==> src/rtl/spi_cfg_pkg.sv <==
package spi_cfg_pkg;
  localparam int ADDR_W     = 7;
  localparam int DATA_W     = 8;
  localparam int HDR_BITS   = 1 + ADDR_W;
  localparam int FRAME_BITS = HDR_BITS + DATA_W;
  localparam int CNT_W      = $clog2(FRAME_BITS + 1);
  localparam int NUM_SPARE  = 2;

  localparam logic [ADDR_W-1:0] A_STATUS = 7'h00;
  localparam logic [ADDR_W-1:0] A_DRIVER = 7'h01;
  localparam logic [ADDR_W-1:0] A_LAUNCH = 7'h02;
  localparam logic [ADDR_W-1:0] A_SPARE0 = 7'h03;

  localparam logic [2:0] SWING_RST = 3'b011;
  localparam logic [2:0] OFFS_RST  = 3'b001;
  localparam logic [2:0] SWING_MAX = 3'd4;
  localparam logic [2:0] OFFS_MAX  = 3'd5;
endpackage

==> src/rtl/spi_in_sync.sv <==
module spi_in_sync #(
  parameter int            W      = 3,
  parameter int            STAGES = 2,
  parameter logic [W-1:0]  IDLE   = '0
) (
  input  logic         clk,
  input  logic         rst,
  input  logic [W-1:0] din,
  output logic [W-1:0] dout,
  output logic [W-1:0] dprev
);
  logic [W-1:0] pipe [STAGES+1];

  always_ff @(posedge clk) begin
    if (rst) begin
      for (int k = 0; k <= STAGES; k++) pipe[k] <= IDLE;
    end else begin
      pipe[0] <= din;
      for (int k = 1; k <= STAGES; k++) pipe[k] <= pipe[k-1];
    end
  end

  assign dout  = pipe[STAGES-1];
  assign dprev = pipe[STAGES];
endmodule

==> src/rtl/spi_frame_engine.sv <==
module spi_frame_engine
  import spi_cfg_pkg::*;
(
  input  logic              clk,
  input  logic              rst,
  input  logic              ss_n_s,
  input  logic              sck_rise,
  input  logic              sck_fall,
  input  logic              mosi_s,
  output logic [ADDR_W-1:0] rd_addr,
  input  logic [DATA_W-1:0] rd_data,
  output logic              wr_en,
  output logic [ADDR_W-1:0] wr_addr,
  output logic [DATA_W-1:0] wr_data,
  output logic              miso_d,
  output logic              miso_oe
);
  logic [CNT_W-1:0]      bit_cnt;
  logic [FRAME_BITS-2:0] shreg;
  logic                  rd_frame;
  logic [DATA_W-1:0]     tx_sh;
  logic                  oe_q;

  // address is complete on the eighth rising edge, using the live MOSI bit
  assign rd_addr = {shreg[HDR_BITS-3:0], mosi_s};

  always_ff @(posedge clk) begin
    if (rst) begin
      bit_cnt  <= '0;
      shreg    <= '0;
      rd_frame <= 1'b0;
      tx_sh    <= '0;
      oe_q     <= 1'b0;
      wr_en    <= 1'b0;
      wr_addr  <= '0;
      wr_data  <= '0;
    end else begin
      wr_en <= 1'b0;
      if (ss_n_s) begin
        bit_cnt  <= '0;
        rd_frame <= 1'b0;
        oe_q     <= 1'b0;
      end else begin
        if (sck_rise && bit_cnt < CNT_W'(FRAME_BITS)) begin
          shreg   <= {shreg[FRAME_BITS-3:0], mosi_s};
          bit_cnt <= bit_cnt + 1'b1;
          if (bit_cnt == CNT_W'(HDR_BITS - 1) && shreg[HDR_BITS-2]) begin
            rd_frame <= 1'b1;
            tx_sh    <= rd_data;
          end
          if (bit_cnt == CNT_W'(FRAME_BITS - 1) && !shreg[FRAME_BITS-2]) begin
            wr_en   <= 1'b1;
            wr_addr <= shreg[FRAME_BITS-3:DATA_W-1];
            wr_data <= {shreg[DATA_W-2:0], mosi_s};
          end
        end
        if (sck_fall && rd_frame) begin
          if (!oe_q) oe_q  <= 1'b1;
          else       tx_sh <= {tx_sh[DATA_W-2:0], 1'b0};
        end
      end
    end
  end

  assign miso_d  = tx_sh[DATA_W-1];
  assign miso_oe = oe_q;

  AST_OE_DROPS_ON_SS: assert property (@(posedge clk) disable iff (rst)
    ss_n_s |=> !oe_q);
  AST_OE_ONLY_IN_READ: assert property (@(posedge clk) disable iff (rst)
    oe_q |-> rd_frame);
  AST_WR_AFTER_FULL_FRAME: assert property (@(posedge clk) disable iff (rst)
    wr_en |-> bit_cnt == CNT_W'(FRAME_BITS));
  AST_OE_STABLE_NO_FALL: assert property (@(posedge clk) disable iff (rst)
    (!sck_fall && !ss_n_s) |=> $stable(oe_q));
endmodule

==> src/rtl/cfg_reg_file.sv <==
module cfg_reg_file
  import spi_cfg_pkg::*;
(
  input  logic              clk,
  input  logic              rst,
  input  logic              wr_en,
  input  logic [ADDR_W-1:0] wr_addr,
  input  logic [DATA_W-1:0] wr_data,
  input  logic [ADDR_W-1:0] rd_addr,
  output logic [DATA_W-1:0] rd_data,
  input  logic [DATA_W-1:0] status_in,
  output logic [2:0]        swing_code,
  output logic [2:0]        offset_code,
  output logic              launch_coarse,
  output logic [3:0]        launch_fine
);
  logic [2:0]        swing_q, offs_q;
  logic              coarse_q;
  logic [3:0]        fine_q;
  logic [DATA_W-1:0] spare_q [NUM_SPARE];

  always_ff @(posedge clk) begin
    if (rst) begin
      swing_q  <= SWING_RST;
      offs_q   <= OFFS_RST;
      coarse_q <= 1'b0;
      fine_q   <= '0;
    end else if (wr_en) begin
      if (wr_addr == A_DRIVER) begin
        if (wr_data[7:5] <= SWING_MAX) swing_q <= wr_data[7:5];
        if (wr_data[4:2] <= OFFS_MAX)  offs_q  <= wr_data[4:2];
      end
      if (wr_addr == A_LAUNCH) begin
        coarse_q <= wr_data[7];
        fine_q   <= wr_data[6:3];
      end
    end
  end

  for (genvar g = 0; g < NUM_SPARE; g++) begin : g_spare
    always_ff @(posedge clk) begin
      if (rst)
        spare_q[g] <= '0;
      else if (wr_en && wr_addr == A_SPARE0 + ADDR_W'(g))
        spare_q[g] <= wr_data;
    end
  end

  always_comb begin
    rd_data = '0;
    if (rd_addr == A_STATUS) rd_data = status_in;
    if (rd_addr == A_DRIVER) rd_data = {swing_q, offs_q, 2'b00};
    if (rd_addr == A_LAUNCH) rd_data = {coarse_q, fine_q, 3'b000};
    for (int k = 0; k < NUM_SPARE; k++)
      if (rd_addr == A_SPARE0 + ADDR_W'(k)) rd_data = spare_q[k];
  end

  assign swing_code    = swing_q;
  assign offset_code   = offs_q;
  assign launch_coarse = coarse_q;
  assign launch_fine   = fine_q;

  AST_SWING_LEGAL: assert property (@(posedge clk) disable iff (rst)
    swing_q <= SWING_MAX);
  AST_OFFSET_LEGAL: assert property (@(posedge clk) disable iff (rst)
    offs_q <= OFFS_MAX);
  AST_DRIVER_HOLD_NO_WRITE: assert property (@(posedge clk) disable iff (rst)
    !(wr_en && wr_addr == A_DRIVER) |=> $stable(swing_q) && $stable(offs_q));
endmodule

==> src/rtl/spi_cfg_bank.sv <==
module spi_cfg_bank
  import spi_cfg_pkg::*;
#(
  parameter int SYNC_STAGES = 2
) (
  input  logic        clk,
  input  logic        rst,
  input  logic        ss_n,
  input  logic        sck,
  input  logic        mosi,
  output logic        miso_d,
  output logic        miso_oe,
  input  logic [7:0]  status_in,
  output logic [2:0]  swing_code,
  output logic [2:0]  offset_code,
  output logic        launch_coarse,
  output logic [3:0]  launch_fine
);
  logic [2:0]        pins_s, pins_p;
  logic              sck_rise, sck_fall;
  logic [ADDR_W-1:0] rd_addr, wr_addr;
  logic [DATA_W-1:0] rd_data, wr_data;
  logic              wr_en;

  spi_in_sync #(.W(3), .STAGES(SYNC_STAGES), .IDLE(3'b100)) i_sync (
    .clk  (clk),
    .rst  (rst),
    .din  ({ss_n, sck, mosi}),
    .dout (pins_s),
    .dprev(pins_p)
  );

  assign sck_rise =  pins_s[1] & ~pins_p[1];
  assign sck_fall = ~pins_s[1] &  pins_p[1];

  spi_frame_engine i_engine (
    .clk     (clk),
    .rst     (rst),
    .ss_n_s  (pins_s[2]),
    .sck_rise(sck_rise),
    .sck_fall(sck_fall),
    .mosi_s  (pins_s[0]),
    .rd_addr (rd_addr),
    .rd_data (rd_data),
    .wr_en   (wr_en),
    .wr_addr (wr_addr),
    .wr_data (wr_data),
    .miso_d  (miso_d),
    .miso_oe (miso_oe)
  );

  cfg_reg_file i_regs (
    .clk          (clk),
    .rst          (rst),
    .wr_en        (wr_en),
    .wr_addr      (wr_addr),
    .wr_data      (wr_data),
    .rd_addr      (rd_addr),
    .rd_data      (rd_data),
    .status_in    (status_in),
    .swing_code   (swing_code),
    .offset_code  (offset_code),
    .launch_coarse(launch_coarse),
    .launch_fine  (launch_fine)
  );

  AST_NO_OE_WHILE_DESELECTED: assert property (@(posedge clk) disable iff (rst)
    ($past(pins_s[2]) && pins_s[2]) |-> !miso_oe);
endmodule

==> config.mk <==
export PLATFORM = sky130hd
export DESIGN_NAME = spi_cfg_bank
export DESIGN_NICKNAME = d
export VERILOG_FILES = /design/src/rtl/spi_cfg_pkg.sv /design/src/rtl/spi_in_sync.sv /design/src/rtl/spi_frame_engine.sv /design/src/rtl/cfg_reg_file.sv /design/src/rtl/spi_cfg_bank.sv
export SDC_FILE = /design/constraint.sdc
export NUM_CORES = 1
export LEC_CHECK = 0
export BUFFER_PORTS_ARGS = -buffer_cell sky130_fd_sc_hd__buf_4
export CORE_AREA = 2 2 84 86
export CTS_CLUSTER_SIZE = 24
export DETAILED_ROUTE_END_ITERATION = 16
export DIE_AREA = 0 0 86 88
export GPL_ROUTABILITY_DRIVEN = 0
export MAX_ROUTING_LAYER = met4
export PLACE_DENSITY = 0.72
export SETUP_SLACK_MARGIN = 0.3
export SYNTH_ARGS = -nofsm -noshare
export SYNTH_HDL_FRONTEND = slang
export SYNTH_SLANG_ARGS = --single-unit
export TNS_END_PERCENT = 1
==> constraint.sdc <==
create_clock -name clk -period 2.1 [get_ports clk]
set_clock_uncertainty 0.15 [all_clocks]
set_input_delay 0.21 -clock clk [delete_from_list [all_inputs] [get_ports clk]]
set_output_delay 0.21 -clock clk [all_outputs]
set_load 0.1 [all_outputs]
=== Word level (Yosys, flattened, before mapping) ===
Memory sizes are Yosys's and may differ from the RTL's.
Cells that the tools add are included.

* $add $sub $neg: 1
* Order comparisons: 3
* Equality and inequality tests: 10
* Multiplexer cells: 24
* Bitwise logic cells: 11
* Reductions and logical operators: 16

{| class="wikitable"
|+ Operator list
! operator !! count
|-
| $mux W8 || 11
|-
| $eq A7 B2 Y1 const B || 4
|-
| $eq A7 B1 Y1 const B || 2
|-
| $eq A7 B3 Y1 const B || 2
|-
| $mux W1 || 10
|-
| $mux W3 || 3
|-
| $reduce_and A3 Y1 || 3
|-
| $logic_not A7 Y1 || 1
|-
| $le A3 B3 Y1 const B || 2
|-
| $logic_and A1 B1 Y1 || 6
|-
| $reduce_and A2 Y1 || 3
|-
| $add A5 B1 Y5 const B || 1
|-
| $eq A5 B3 Y1 const B || 1
|-
| $eq A5 B4 Y1 const B || 1
|-
| $lt A5 B5 Y1 const B || 1
|-
| $or A1 B1 Y1 || 5
|-
| $not A1 Y1 || 4
|-
| $reduce_or A3 Y1 || 1
|-
| $and A1 B1 Y1 || 2
|-
| $reduce_or A2 Y1 || 1
|-
| $logic_not A1 Y1 || 1
|}

* Flip-flop bits (word level): 57
* RAM bits: 25
* Input bits: 13
* Logic and storage cells: 79
* Memories: 2

{| class="wikitable"
|+ Memories
! memory !! depth !! width !! rd ports !! clocked after memory_dff !! wr ports !! RTL line !! RTL
|-
| i_regs.spare_q || 2 || 8 || 2 || 0 || 2 || cfg_reg_file.sv:20 || <nowiki>logic [DATA_W-1:0] spare_q [NUM_SPARE];</nowiki>
|-
| i_sync.pipe || 3 || 3 || 3 || 0 || 3 || spi_in_sync.sv:12 || <nowiki>logic [W-1:0] pipe [STAGES+1];</nowiki>
|}

=== Logic depth before layout (Yosys ltp) ===
Gate-level depths: netlist of run 1.

* Depth after elaboration: 10
* Depth in mapped cells: 8

=== By module ===
Synthesis of run 1 repeated with hierarchy kept, for this count alone.

* Cells, all modules: 348
* Area total of the unflattened synthesis: 3510.9 sq um

{| class="wikitable"
|+ By module, submodules not included
! module !! times used !! cells each !! area an instance (sq um) !! seq. area each (sq um)
|-
| spi_frame_engine || 1 || 182 || 1761.7 || 920.9
|-
| cfg_reg_file || 1 || 140 || 1452.6 || 700.7
|-
| spi_in_sync || 1 || 24 || 281.5 || 180.2
|-
| spi_cfg_bank || 1 || 2 || 15.0 || 0.0
|}

=== Worst setup path before layout of run 1 ===
OpenSTA, ideal clock, no wires.

* Path kind: register to register
* Start: register i_engine.wr_addr[3]
* End: memory i_regs.spare_q[0][0] (enable)
* Setup time: 0.387 ns
* Data arrival time: 1.654 ns
* Data required time: 1.563 ns
* Setup slack: -0.090 ns
* Stages on the path, launching flop included: 4
* Path buffers: 0
* Clock period less this slack: 2.190 ns
* Cell sequence: dfxtp_1 nor4b_4 nand2b_1 o31ai_1

{| class="wikitable"
|+ RTL lines
! item !! RTL line !! RTL
|-
| from (decl) || spi_frame_engine.sv:13 || <nowiki>output logic [ADDR_W-1:0] wr_addr,</nowiki>
|-
| from (signal assigned) || spi_frame_engine.sv:53 || <nowiki>wr_addr <= shreg[FRAME_BITS-3:DATA_W-1];</nowiki>
|-
| to (decl) || cfg_reg_file.sv:20 ||
|}

=== Worst setup path after layout of run 1 ===
* Start: register i_engine.shreg[4]
* End: register i_engine.tx_sh[0]

* Cells in the longest elaborated chain, start to end: 10

{| class="wikitable"
|+ RTL lines
! item !! RTL line !! RTL
|-
| from (decl) || spi_frame_engine.sv:19 || <nowiki>logic [FRAME_BITS-2:0] shreg;</nowiki>
|-
| from (signal assigned) || spi_frame_engine.sv:45 || <nowiki>shreg <= {shreg[FRAME_BITS-3:0], mosi_s};</nowiki>
|-
| $logic_not A7 Y1 || cfg_reg_file.sv:51 || <nowiki>if (rd_addr == A_STATUS) rd_data = status_in;</nowiki>
|-
| $mux W8 || cfg_reg_file.sv:51 ||
|-
| $mux W8 || cfg_reg_file.sv:52 || <nowiki>if (rd_addr == A_DRIVER) rd_data = {swing_q, offs_q, 2'b00};</nowiki>
|-
| $mux W8 || cfg_reg_file.sv:53 || <nowiki>if (rd_addr == A_LAUNCH) rd_data = {coarse_q, fine_q, 3'b000};</nowiki>
|-
| $mux W8 || cfg_reg_file.sv:55 || <nowiki>if (rd_addr == A_SPARE0 + ADDR_W'(k)) rd_data = spare_q[k];</nowiki>
|-
| $mux W8 (*) || cfg_reg_file.sv:55 ||
|-
| $mux W8 (*) || spi_frame_engine.sv:47 || <nowiki>if (bit_cnt == CNT_W'(HDR_BITS - 1) && shreg[HDR_BITS-2]) begin</nowiki>
|-
| $mux W8 (*) || spi_frame_engine.sv:44 || <nowiki>if (sck_rise && bit_cnt < CNT_W'(FRAME_BITS)) begin</nowiki>
|-
| $mux W8 || spi_frame_engine.sv:58 || <nowiki>if (!oe_q) oe_q <= 1'b1;</nowiki>
|-
| $mux W8 (*) || spi_frame_engine.sv:57 || <nowiki>if (sck_fall && rd_frame) begin</nowiki>
|-
| to (signal assigned) || spi_frame_engine.sv:49 || <nowiki>tx_sh <= rd_data;</nowiki>
|-
| to (signal assigned) || spi_frame_engine.sv:59 || <nowiki>else tx_sh <= {tx_sh[DATA_W-2:0], 1'b0};</nowiki>
|-
| to (decl) || spi_frame_engine.sv:21 || <nowiki>logic [DATA_W-1:0] tx_sh;</nowiki>
|}

Mark *: on every way between the ends. The rest lies on a longest branch, timed or not.
A chain may end at the register's enable or synchronous reset.

==> metrics.log, run 1 <==
INFO  metric swShare = 20.8%
INFO  metric top_count_cell_post_synth = dfxtp_1
INFO  metric detail_route.iter0.violations = 223
INFO  metric route.vias.total = 2662
INFO  metric critPathLaunch = i_engine.shreg[4]
INFO  metric fin_crit_sh = 88.4%
INFO  metric tritoncts_clock_tree = done
INFO  metric power_density = 702 nW/um^2
INFO  metric top_layer_used = met4
INFO  metric pin_count_of_the_biggest_net_entering_global_routing = 45
INFO  metric ios = 26
INFO  metric drive_above_1_share = 24.8%
INFO  metric timing.hold.worst.start = rst
INFO  metric clockRootBuffer = clkbuf_8
INFO  metric top_post_synthesis_cells_by_count = dfxtp_1 (64), nand2_1 (42), nor2_1 (34)
INFO  metric worstSkewPairLatency = 350 ps
INFO  metric mappedNetlistNets = 367
INFO  metric critPathLaunchType = flop
INFO  metric post-cts-setup-buffer-count = 0
INFO  metric fill_cells = 581
INFO  metric synth.ff_latch_count = 80
INFO  metric dp_hpwl = 5.20 mm
INFO  metric fin_nets = 401
INFO  metric ff_latch_area = 1780 um^2
INFO  metric final-max-slew-violation-count = 0
INFO  metric cts_inserted_buffers = 9
INFO  metric global_route_wire_length_before_repair = 12.5 mm
INFO  metric final-setup-viol-count = 0
INFO  metric placementRows = 30
INFO  metric result_of_the_run = finished, final reports clean
INFO  metric p_int = 0.00229 W
INFO  metric clkSinkCount = 80
INFO  metric synth-main-ff-cell = dfxtp_1
INFO  metric power_leakage = 1.65 nW
INFO  metric antennaDiodeCount = 0
INFO  metric fmax = 539 MHz
INFO  metric width_of_the_die = 86 um
INFO  metric clock_period_minus_worst_slack = 1860 ps
INFO  metric postSynthCellCount = 352
INFO  metric total_power = 0.00290 W
INFO  metric routed_via_density = 5.65
INFO  metric via_count_of_the_first_global_routing_pass = 2467
INFO  metric placeableCoreArea = 6640 um^2
INFO  metric critPathRequiredTime = 2240 ps
INFO  metric cell_area_reported_after_detailed_placement = 3760 um^2
INFO  metric worst_hold_check_path_type = in2reg
INFO  metric max_slew_headroom = 68.5%
INFO  metric routed_wire_length_per_instance = 17.0 um
INFO  metric final_core_util = 62.1%
INFO  metric synth-edff-count = 16
INFO  metric area_used_by_multi_input_combinational_logic = 1640 um^2
INFO  metric yosysUniqueCellTypes = 49
INFO  metric rsz0062_at_grt = true
INFO  metric start_util = 51.7%
INFO  metric finalInstanceArea = 4130 um^2
INFO  metric route.layer.met1.wl = 3.63 mm
INFO  metric totalNegativeSetupSlack = 0 ps
INFO  metric postRouteWirelength = 7.99 mm
INFO  metric yosys_warnings = 0
INFO  metric cp_class = reg2reg
INFO  metric grt_use_total = 22.3%
INFO  metric power.combinational.fraction = 4.1%
INFO  metric netlist.area_leader.share = 37.3%
INFO  metric pre_antenna_drt_iters = 4
INFO  metric areaGrowthSynthToFinish = 20.0%
INFO  metric antenna_left = 0
INFO  metric worst_ep_arrival_time = 1990 ps
INFO  metric hold_violation_total_from_the_final_report = 0
INFO  metric die_h = 88 um
INFO  metric critical_path.endpoint_type = flop
INFO  metric grt.overflow.total = 0
INFO  metric syn-cell-area = 3440 um^2
INFO  metric worst-slew-pin-transition = 473 ps
INFO  metric share_clk_of_total_power = 40.9%
INFO  metric drcViolationCount = 0
INFO  metric h_tree_levels = 3
INFO  metric yosysSeqAreaShare = 51.3%
INFO  metric yosys-top-cells-area = dfxtp_1 (37%), edfxtp_1 (14%), mux2i_1 (7.3%)
INFO  metric irDropWorstVdd = 0.500 mV
INFO  metric synth_largest_area_cell = dfxtp_1
INFO  metric path_clk_slew = 80 ps
INFO  metric power.share.sequential = 55.1%
INFO  metric antenna_found_initial = 0
INFO  metric cts_buffer_depth = 2
INFO  metric rr_startpoint = i_engine.shreg[4]
INFO  metric route.met2.wl = 3.86 mm
INFO  metric average_size_of_a_mapped_cell = 9.76 um^2
INFO  metric die-area = 7570 um^2
INFO  metric crit_path_max_fanout = 5
INFO  metric routed-wl-met3 = 434 um
INFO  metric power.switching = 0.000602 W
INFO  metric async_s_r_ff_share_synth = 0%
INFO  metric max_cap_violations = 0
INFO  metric io_buffers = 25
## cell families after synthesis
kind of cell / count (synthesis) / share of synthesized area [%]
XOR/XNOR: 3 / 0.765
buffers and inverters: 30 / 3.53
flip-flops: 80 / 51.3
AO/OA/AOI/OAI: 78 / 15.0
AND/OR/NAND/NOR: 128 / 19.5
adder cells (fa/ha/maj): 2 / 0.728
multiplexers: 31 / 9.25
## layer usage
layer  up-vias  GRT usage (%)
li1       1326              -
met2        63           34.4
met5         -              -
met3         9           4.81
met1      1264           30.0
met4         0           5.77
## flip-flops by register name (all words and copies together) (netlist names), 3 cells and up
| name | flops |
|---|---|
| i_engine.bit_cnt | 5 |
| i_engine.shreg | 15 |
| i_engine.tx_sh | 8 |
| i_engine.wr_addr | 7 |
| i_engine.wr_data | 8 |
| i_regs.launch_fine | 4 |
| i_regs.offset_code | 3 |
| i_regs.spare_q | 16 |
| i_regs.swing_code | 3 |
| i_sync.pipe | 7 |
## area by class of cell
type                            count  share of cell area [%]
Sequential cell                    80                    43.2
Multi-Input combinational cell    243                    39.7
Timing Repair Buffer               43                    8.80
Clock buffer                       14                    4.22
Tap cell                           80                    2.43
Clock inverter                      2                   0.880
Inverter                            9                   0.819
## what timing repair did
action,4_1_cts,5_1_grt
hold endpoints to repair,8,0
resized for setup,5,18
hold buffers,4,0
setup endpoints to repair,29,51
cloned,0,2
pin swaps,0,2
## per-stage QoR
step           cells  worst slack [ps]  hold slack [ps]
2_1_floorplan    352               114              164
3_5_place_dp     449              96.3              247
5_1_grt          471               202             69.3
3_3_place_gp     449               122              247
4_1_cts          469               233             49.9
6_report         471               244             84.4
## critical path, stage by stage (launching register included)
cell     delay, ps
dfxtp_2        350
or4_2          730
or4_1          500
nand2_1         70
## path summary, 6_finish.rpt
check | cells past startpoint | to | slack, ps
max | 3 | i_engine.tx_sh[0] | 240
min | 2 | i_regs.spare_q[1][4] | 80
max reg2reg | 3 | i_engine.tx_sh[0] | 240
min reg2reg | 1 | i_sync.pipe[0][5] | 260
## power groups by stage
stage / Clock, W / Combinational, W / Sequential, W
final: 0.00118 / 0.000118 / 0.00159
after global placement: 0 / 0.000108 / 0.00163
after detailed placement: 0 / 0.000108 / 0.00163
after global routing: 0.00127 / 0.000127 / 0.00160
after CTS: 0.00121 / 0.000116 / 0.00160
after floorplan: 0 / 0.0000738 / 0.00162
## cells in the final DEF (no fill, tap or decap), types with 6 or more instances in the layout
master / n
dfxtp_1: 50
nand2_1: 40
buf_4: 37
nor2_1: 33
a21oi_1: 33
mux2i_1: 25
edfxtp_1: 16
and2_1: 14
dfxtp_2: 13
clkbuf_8: 10
inv_1: 9
nor2b_1: 8
a211oi_1: 7
mux2_2: 6
o21ai_0: 6
Power figures use the tool's default switching activity.
==> inputs of run 2 (changes only) <==
--- a/config.mk
+++ b/config.mk
@@ -5,14 +5,15 @@
 export SDC_FILE = /design/constraint.sdc
 export NUM_CORES = 1
 export LEC_CHECK = 0
+export ABC_AREA = 1
 export BUFFER_PORTS_ARGS = -buffer_cell sky130_fd_sc_hd__buf_4
-export CORE_AREA = 2 2 84 86
+export CORE_AREA = 2 2 85 87
 export CTS_CLUSTER_SIZE = 24
 export DETAILED_ROUTE_END_ITERATION = 16
-export DIE_AREA = 0 0 86 88
+export DIE_AREA = 0 0 87 89
 export GPL_ROUTABILITY_DRIVEN = 0
 export MAX_ROUTING_LAYER = met4
-export PLACE_DENSITY = 0.72
+export PLACE_DENSITY = 0.71
 export SETUP_SLACK_MARGIN = 0.3
 export SYNTH_ARGS = -nofsm -noshare
 export SYNTH_HDL_FRONTEND = slang
==> run 2 against run 1 <==
  * Synthesized cell count rose by 27%
  * Global-route usage fell by 0.69 points
  * Clock-buffer cell count did not move
  * Clock power rose by 3%
  * Critical endpoint is now i_engine.wr_data[4]
  * Flip-flop and latch count did not move
  * Worst setup slack improved by 140 ps
  * Wire length fell by 3.7%
  * First-iteration DRC count fell by 36%
==> metrics.log, run 2 <==
INFO  metric place_inst = 543
INFO  metric syn-cell-area = 3490 um^2
INFO  metric async_s_r_ff_share_synth = 0%
INFO  metric max_cap_violations = 0
INFO  metric finalInstanceArea = 4100 um^2
INFO  metric die_h = 89 um
INFO  metric route.vias.total = 2980
INFO  metric largest_register_ff_count = 16
INFO  metric ios = 26
INFO  metric irDropWorstVdd = 0.369 mV
INFO  metric postRouteWirelength = 7.70 mm
INFO  metric critical_path.endpoint_type = flop
INFO  metric top_register = i_regs.spare_q
INFO  metric drcViolationCount = 0
INFO  metric fin_nets = 501
INFO  metric clock_period_minus_worst_slack = 1720 ps
INFO  metric cp_class = reg2reg
INFO  metric most-common-layout-cells = nand2_1 (83), dfxtp_1 (61), nor2_1 (57), inv_1 (46), a21oi_1 (41)
INFO  metric average_size_of_a_mapped_cell = 7.83 um^2
INFO  metric placeableCoreArea = 6720 um^2
INFO  metric power_leakage = 1.73 nW
INFO  metric final-setup-viol-count = 0
INFO  metric tritoncts_clock_tree = done
INFO  metric path_clk_slew = 80 ps
INFO  metric clkSinkCount = 80
INFO  metric cts_buffer_depth = 2
INFO  metric timing.hold.worst.start = rst
INFO  metric start_util = 52.0%
INFO  metric yosysSeqAreaShare = 50.4%
INFO  metric synth.ff_latch_count = 80
INFO  metric critical-path-slowest-cell = dfxtp_1
INFO  metric pre_antenna_drt_iters = 4
INFO  metric routed_via_density = 5.22
INFO  metric areaGrowthSynthToFinish = 17.4%
INFO  metric global_route_wire_length_before_repair = 12.4 mm
INFO  metric detail_route.iter0.violations = 143
INFO  metric power_density = 719 nW/um^2
INFO  metric rr_startpoint = i_engine.bit_cnt[0]
INFO  metric synth-edff-count = 16
INFO  metric top_count_cell_post_synth = nand2_1
INFO  metric worst_hold_check_path_type = in2reg
INFO  metric area_used_by_multi_input_combinational_logic = 1500 um^2
INFO  metric pin_count_of_the_biggest_net_entering_global_routing = 25
INFO  metric die-area = 7740 um^2
INFO  metric worst_ep_arrival_time = 1810 ps
INFO  metric cts_inserted_buffers = 9
INFO  metric dp_hpwl = 5.28 mm
INFO  metric placementRows = 30
INFO  metric final-max-slew-violation-count = 0
INFO  metric io_buffers = 25
INFO  metric result_of_the_run = finished, final reports clean
INFO  metric largest_registers = i_regs.spare_q x16, i_engine.shreg x15
INFO  metric fill_cells = 606
INFO  metric yosys-top-cells-area = dfxtp_1 (37%), edfxtp_1 (14%), nand2_1 (8.9%)
INFO  metric drive_above_1_share = 17.9%
INFO  metric grt_use_total = 21.6%
INFO  metric synth-main-ff-cell = dfxtp_1
INFO  metric netlist.area_leader.share = 36.7%
INFO  metric mappedNetlistNets = 461
INFO  metric crit_path_max_fanout = 12
INFO  metric total_power = 0.00295 W
INFO  metric most_frequent_standard_cell_in_the_layout_excluding_fill_and_tap_cells = nand2_1
INFO  metric critPathLaunchType = flop
INFO  metric critPathMostFrequentCell = ha_2
INFO  metric max_slew_headroom = 62.7%
INFO  metric routed_wire_length_per_instance = 13.5 um
INFO  metric antenna_found_initial = 0
INFO  metric antennaDiodeCount = 0
INFO  metric ff_latch_area = 1770 um^2
INFO  metric fmax = 582 MHz
INFO  metric yosysUniqueCellTypes = 32
INFO  metric worst-slew-pin-transition = 557 ps
INFO  metric width_of_the_die = 87 um
INFO  metric worstSkewPairLatency = 350 ps
INFO  metric totalNegativeSetupSlack = 0 ps
INFO  metric via_count_of_the_first_global_routing_pass = 2750
INFO  metric critPathMaxStageDelay = 340 ps
INFO  metric timing.critical_path.cells = ha_2 > inv_1 > nor3_1 > ha_2 > nand3b_2 > nand3_1 > o21ai_1
INFO  metric top_post_synthesis_cells_by_count = nand2_1 (83), dfxtp_1 (64), nor2_1 (59)
INFO  metric critPathLaunch = i_engine.bit_cnt[0]
INFO  metric cell_area_reported_after_detailed_placement = 3750 um^2
INFO  metric clockRootBuffer = clkbuf_8
INFO  metric fin_crit_sh = 81.9%
INFO  metric yosys_warnings = 0
INFO  metric grt.overflow.total = 0
INFO  metric antenna_left = 0
INFO  metric h_tree_levels = 3
INFO  metric synth_largest_area_cell = dfxtp_1
INFO  metric rsz0062_at_grt = true
INFO  metric fin_cells = 571
INFO  metric postSynthCellCount = 446
INFO  metric critPathRequiredTime = 2190 ps
INFO  metric hold_violation_total_from_the_final_report = 0
## run 2: cell types whose count changed after synthesis, sizes merged, moves of 8 or more
cell / previous run / this run
and2: 14 / 0
nor2: 34 / 66
nand2: 42 / 87
a21oi: 33 / 42
mux2i: 25 / 0
o21ai: 7 / 42
nand3: 3 / 33
nor2b: 8 / 0
inv: 9 / 53
## run 2: logic make-up after synthesis
kind of cell	Yosys count	synth area share (%)
adder cells (fa/ha/maj)	2	0.716
AO/OA/AOI/OAI	92	13.7
buffers and inverters	67	7.78
AND/OR/NAND/NOR	205	27.4
flip-flops	80	50.4
## run 2: report_power, final
group / internal (W) / switching [W] / total (W)
Sequential: 0.00159 / 0.0000110 / 0.00160
Clock: 0.000686 / 0.000532 / 0.00122
Combinational: 0.0000501 / 0.0000833 / 0.000133
## run 2: critical path, delay by kind of cell (launching register included)
kind,cells,cell delay (ps)
compound gates,1,60
fa+ha+maj,2,480
buf+inv,1,60
flops,1,340
simple gates,3,510
## run 2: path summary, 6_finish.rpt
kind / end / slack [ps] / depth (start not counted)
worst max-delay path: i_engine.wr_data[4] / 380 / 7
worst min-delay path: i_sync.pipe[0][0] / 80 / 2
worst max register to register: i_engine.wr_data[4] / 380 / 7
worst min register to register: i_sync.pipe[0][5] / 250 / 1
## run 2: stage by stage
step           hold slack (ps)  setup slack, ps  util [%]
2_1_floorplan              139              430         -
5_1_grt                   79.6              235      61.0
6_report                  78.7              381      61.0
3_5_place_dp               247              271      55.8
3_3_place_gp               240              341      55.8
4_1_cts                   62.5              325      59.9
## run 2: repair_timing
item	in CTS	in global routing
gates resized for setup	3	8
hold buffers	3	0
pin swaps	2	5
gates cloned	2	0
endpoints found under the setup margin	8	41
endpoints found under the hold margin	3	0
buffers inserted	0	7
## run 2: cell type report
| class | instances | share of cell area, % |
|---|---|---|
| clock buffers | 14 | 4.49 |
| multi-input cells | 301 | 36.5 |
| clock inverters | 2 | 0.855 |
| inverters | 55 | 5.10 |
| repair buffers | 39 | 7.57 |
| flip-flops and latches | 80 | 43.1 |
| well taps | 80 | 2.44 |
## run 2: routing by layer
| layer | part of all wire [%] | routed length (um) | global-route usage, % | vias to the layer above |
|---|---|---|---|---|
| li1 | - | - | - | 1537 |
| met1 | 45 | 3490 | 26.3 | 1363 |
| met2 | 49 | 3740 | 34.6 | 66 |
| met3 | 4.3 | 333 | 4.25 | 14 |
| met4 | 1.8 | 140 | 10.4 | 0 |
| met5 | 0 | 0 | - | - |
==> inputs of run 3 (changes only) <==
==> constraint.sdc (replaced) <==
create_clock -name clk -period 1.5 [get_ports clk]
set_clock_uncertainty 0.15 [all_clocks]
set_input_delay 0.15 -clock clk [delete_from_list [all_inputs] [get_ports clk]]
set_output_delay 0.15 -clock clk [all_outputs]
set_load 0.1 [all_outputs]
==> run 3 against run 2 <==
  * The flow now finishes with violations (setup timing)
  * Critical endpoint is now i_engine.wr_data[5]
  * Maximum frequency grew 5.8%
  * Critical path type unchanged
  * Via count up 5.1%
  * Highest routed layer unchanged
  * Final area rose by 16%
  * Core utilization up 9.5 points
==> metrics.log, run 3 (synthesis results as in run 2) <==
INFO  metric max_slew_headroom = 79.3%
INFO  metric fmax = 616 MHz
INFO  metric fin_cells = 612
INFO  metric ff2ff_setup_slack = -120 ps
INFO  metric worst-slew-pin-transition = 309 ps
INFO  metric die_h = 89 um
INFO  metric antenna_found_initial = 0
INFO  metric routed_via_density = 5.12
INFO  metric violated_checks = setup timing
INFO  metric route.vias.total = 3133
INFO  metric cp_class = reg2reg
INFO  metric drcViolationCount = 0
INFO  metric detail_route.iter0.violations = 208
INFO  metric antennaDiodeCount = 0
INFO  metric critical_path.reg2reg.endpoint = i_engine.wr_data[5]
INFO  metric critical-path-slowest-cell = dfxtp_2
INFO  metric top_layer_used = met4
INFO  metric routed-wl-met3 = 432 um
INFO  metric clockRootBuffer = clkbuf_8
INFO  metric critPathLaunchType = flop
INFO  metric crit_family = adder cells
INFO  metric global_route_wire_length_before_repair = 13.3 mm
INFO  metric placeableCoreArea = 6720 um^2
INFO  metric finalInstanceArea = 4740 um^2
INFO  metric power_density = 830 nW/um^2
INFO  metric hold_path_end = i_engine.tx_sh[5]
INFO  metric most_frequent_standard_cell_in_the_layout_excluding_fill_and_tap_cells = nand2_1
INFO  metric postRouteWirelength = 8.40 mm
INFO  metric dp_hpwl = 5.88 mm
INFO  metric power.share.sequential = 56.8%
INFO  metric p_int = 0.00301 W
INFO  metric most-common-layout-cells = nand2_1 (76), buf_4 (60), nor2_1 (44), inv_1 (42)
INFO  metric place_inst = 590
INFO  metric pre_antenna_drt_iters = 6
INFO  metric io_buffers = 25
INFO  metric max_cap_violations = 0
INFO  metric path_clk_slew = 80 ps
INFO  metric start_util = 52.0%
INFO  metric cell_area_reported_after_detailed_placement = 4160 um^2
INFO  metric top_register = i_regs.spare_q
INFO  metric cts_buffer_depth = 2
INFO  metric worst_ep_arrival_time = 1710 ps
INFO  metric largest_registers = i_regs.spare_q x16, i_engine.shreg x15
INFO  metric drive_above_1_share = 35.7%
INFO  metric result_of_the_run = complete, but fails checks
INFO  metric critical_path.endpoint_type = flop
INFO  metric swShare = 23.4%
INFO  metric power_leakage = 1.98 nW
INFO  metric h_tree_levels = 3
INFO  metric share_clk_of_total_power = 37.3%
INFO  metric clock_period_minus_worst_slack = 1620 ps
INFO  metric via_count_of_the_first_global_routing_pass = 2890
INFO  metric grt.overflow.total = 0
INFO  metric tritoncts_clock_tree = done
INFO  metric rsz0062_at_grt = true
INFO  metric fin_crit_sh = 108%
INFO  metric route.met2.wl = 4.11 mm
INFO  metric hold_violation_total_from_the_final_report = 0
INFO  metric power.combinational.fraction = 5.9%
INFO  metric cts_inserted_buffers = 9
INFO  metric r2r.worst_path.cells = 8
INFO  metric pin_count_of_the_biggest_net_entering_global_routing = 19
INFO  metric grt_use_total = 23.2%
INFO  metric crit_path_max_fanout = 15
INFO  metric placementRows = 30
INFO  metric width_of_the_die = 87 um
INFO  metric final-max-slew-violation-count = 0
INFO  metric min_delay_path_depth = 4
INFO  metric timing.hold.worst.start = rst
INFO  metric areaGrowthSynthToFinish = 35.7%
INFO  metric power.switching = 0.000920 W
INFO  metric final-setup-viol-count = 52
INFO  metric worst_hold_check_path_type = in2reg
INFO  metric rr_startpoint = i_engine.bit_cnt[1]
INFO  metric ios = 26
INFO  metric final_critical_path_setup_slack = -125 ps
INFO  metric antenna_left = 0
INFO  metric totalNegativeSetupSlack = -2270 ps
INFO  metric fin_nets = 542
INFO  metric critPathRequiredTime = 1590 ps
INFO  metric irDropWorstVdd = 0.774 mV
INFO  metric fill_cells = 529
INFO  metric timing.critical_path.cells = ha_4 > inv_2 > nor3_2 > ha_2 > nand3b_4 > buf_12 > o21ai_1 > a21oi_1
INFO  metric routed_wire_length_per_instance = 13.7 um
INFO  metric worstSkewPairLatency = 350 ps
INFO  metric timing.critical_path.buf_inv = 2
INFO  metric die-area = 7740 um^2
INFO  metric critPathMaxStageDelay = 360 ps
INFO  metric clkSinkCount = 80
INFO  metric largest_register_ff_count = 16
INFO  metric route.layer.met1.wl = 3.78 mm
INFO  metric dp_slack = -144 ps
-- run 3: cell count changes in the layout (fill, tap and decap cells not counted), sizes merged --
cell and delta:
bufinv -1, inv +1, dlygate4sd3 +2, clkinvlp +1, clkbuf -4, buf +42
nand3b -2, clkinv +2
-- run 3: worst reg2reg max path, stage by stage (launching register included) --
cell and delay, ps:
dfxtp_2 360, ha_4 150, inv_2 40, nor3_2 120, ha_2 230, nand3b_4 120, buf_12 170, o21ai_1 120
a21oi_1 50
-- run 3: final cells by class --
class                           count  area (um^2)  share of cell area (%)
Tap cell                           80          100                    2.11
Inverter                           55          210                    4.44
Clock buffer                       11          153                    3.22
Timing Repair Buffer               82          806                    17.0
Multi-Input combinational cell    299         1650                    34.8
Clock inverter                      5         28.8                   0.607
Sequential cell                    80         1790                    37.8
-- run 3: what timing repair did --
action | 4_1_cts | 5_1_grt
pin swaps | 8 | 8
hold buffers | 5 | 0
endpoints found under the hold margin | 6 | 0
buffers inserted | 1 | 0
setup endpoints to repair | 101 | 102
resized for setup | 45 | 60
-- run 3: how the worst max path moves through the flow --
stage	from	to	slack (ps)	depth (start not counted)
floorplan	i_engine.bit_cnt[1]	i_engine.wr_data[7]	0.2	8
global placement	i_engine.wr_addr[4]	i_regs.spare_q[1][6]	-100	5
detailed placement	i_engine.bit_cnt[1]	i_engine.wr_addr[3]	-140	8
CTS	i_engine.bit_cnt[1]	i_engine.tx_sh[1]	-120	10
global route	i_engine.bit_cnt[0]	i_engine.tx_sh[1]	-250	10
finish	i_engine.bit_cnt[1]	i_engine.wr_data[5]	-120	8
-- run 3: stage by stage --
step	total power, W	util, %	hold WS [ps]
final	0.00393	70.5	27.2
after global routing	0.00408	70.5	33.6
after CTS	0.00397	67.3	13.5
after detailed placement	0.00249	62.0	195
after global placement	0.00249	62.0	191
after floorplan	0.00240	-	78.9
-- run 3: power by group through the flow --
stage	combinational (W)	clock, W	sequential (W)
global placement	0.000201	0	0.00228
global route	0.000259	0.00158	0.00224
detailed placement	0.000204	0	0.00229
CTS	0.000228	0.00150	0.00224
finish	0.000233	0.00147	0.00223
floorplan	0.000119	0	0.00228
-- run 3: routing by layer --
layer  GRT usage [%]  vias up
met5               -        -
met4            6.82        0
met3            5.82        7
met2            37.7       74
met1            28.8     1433
li1                -     1619
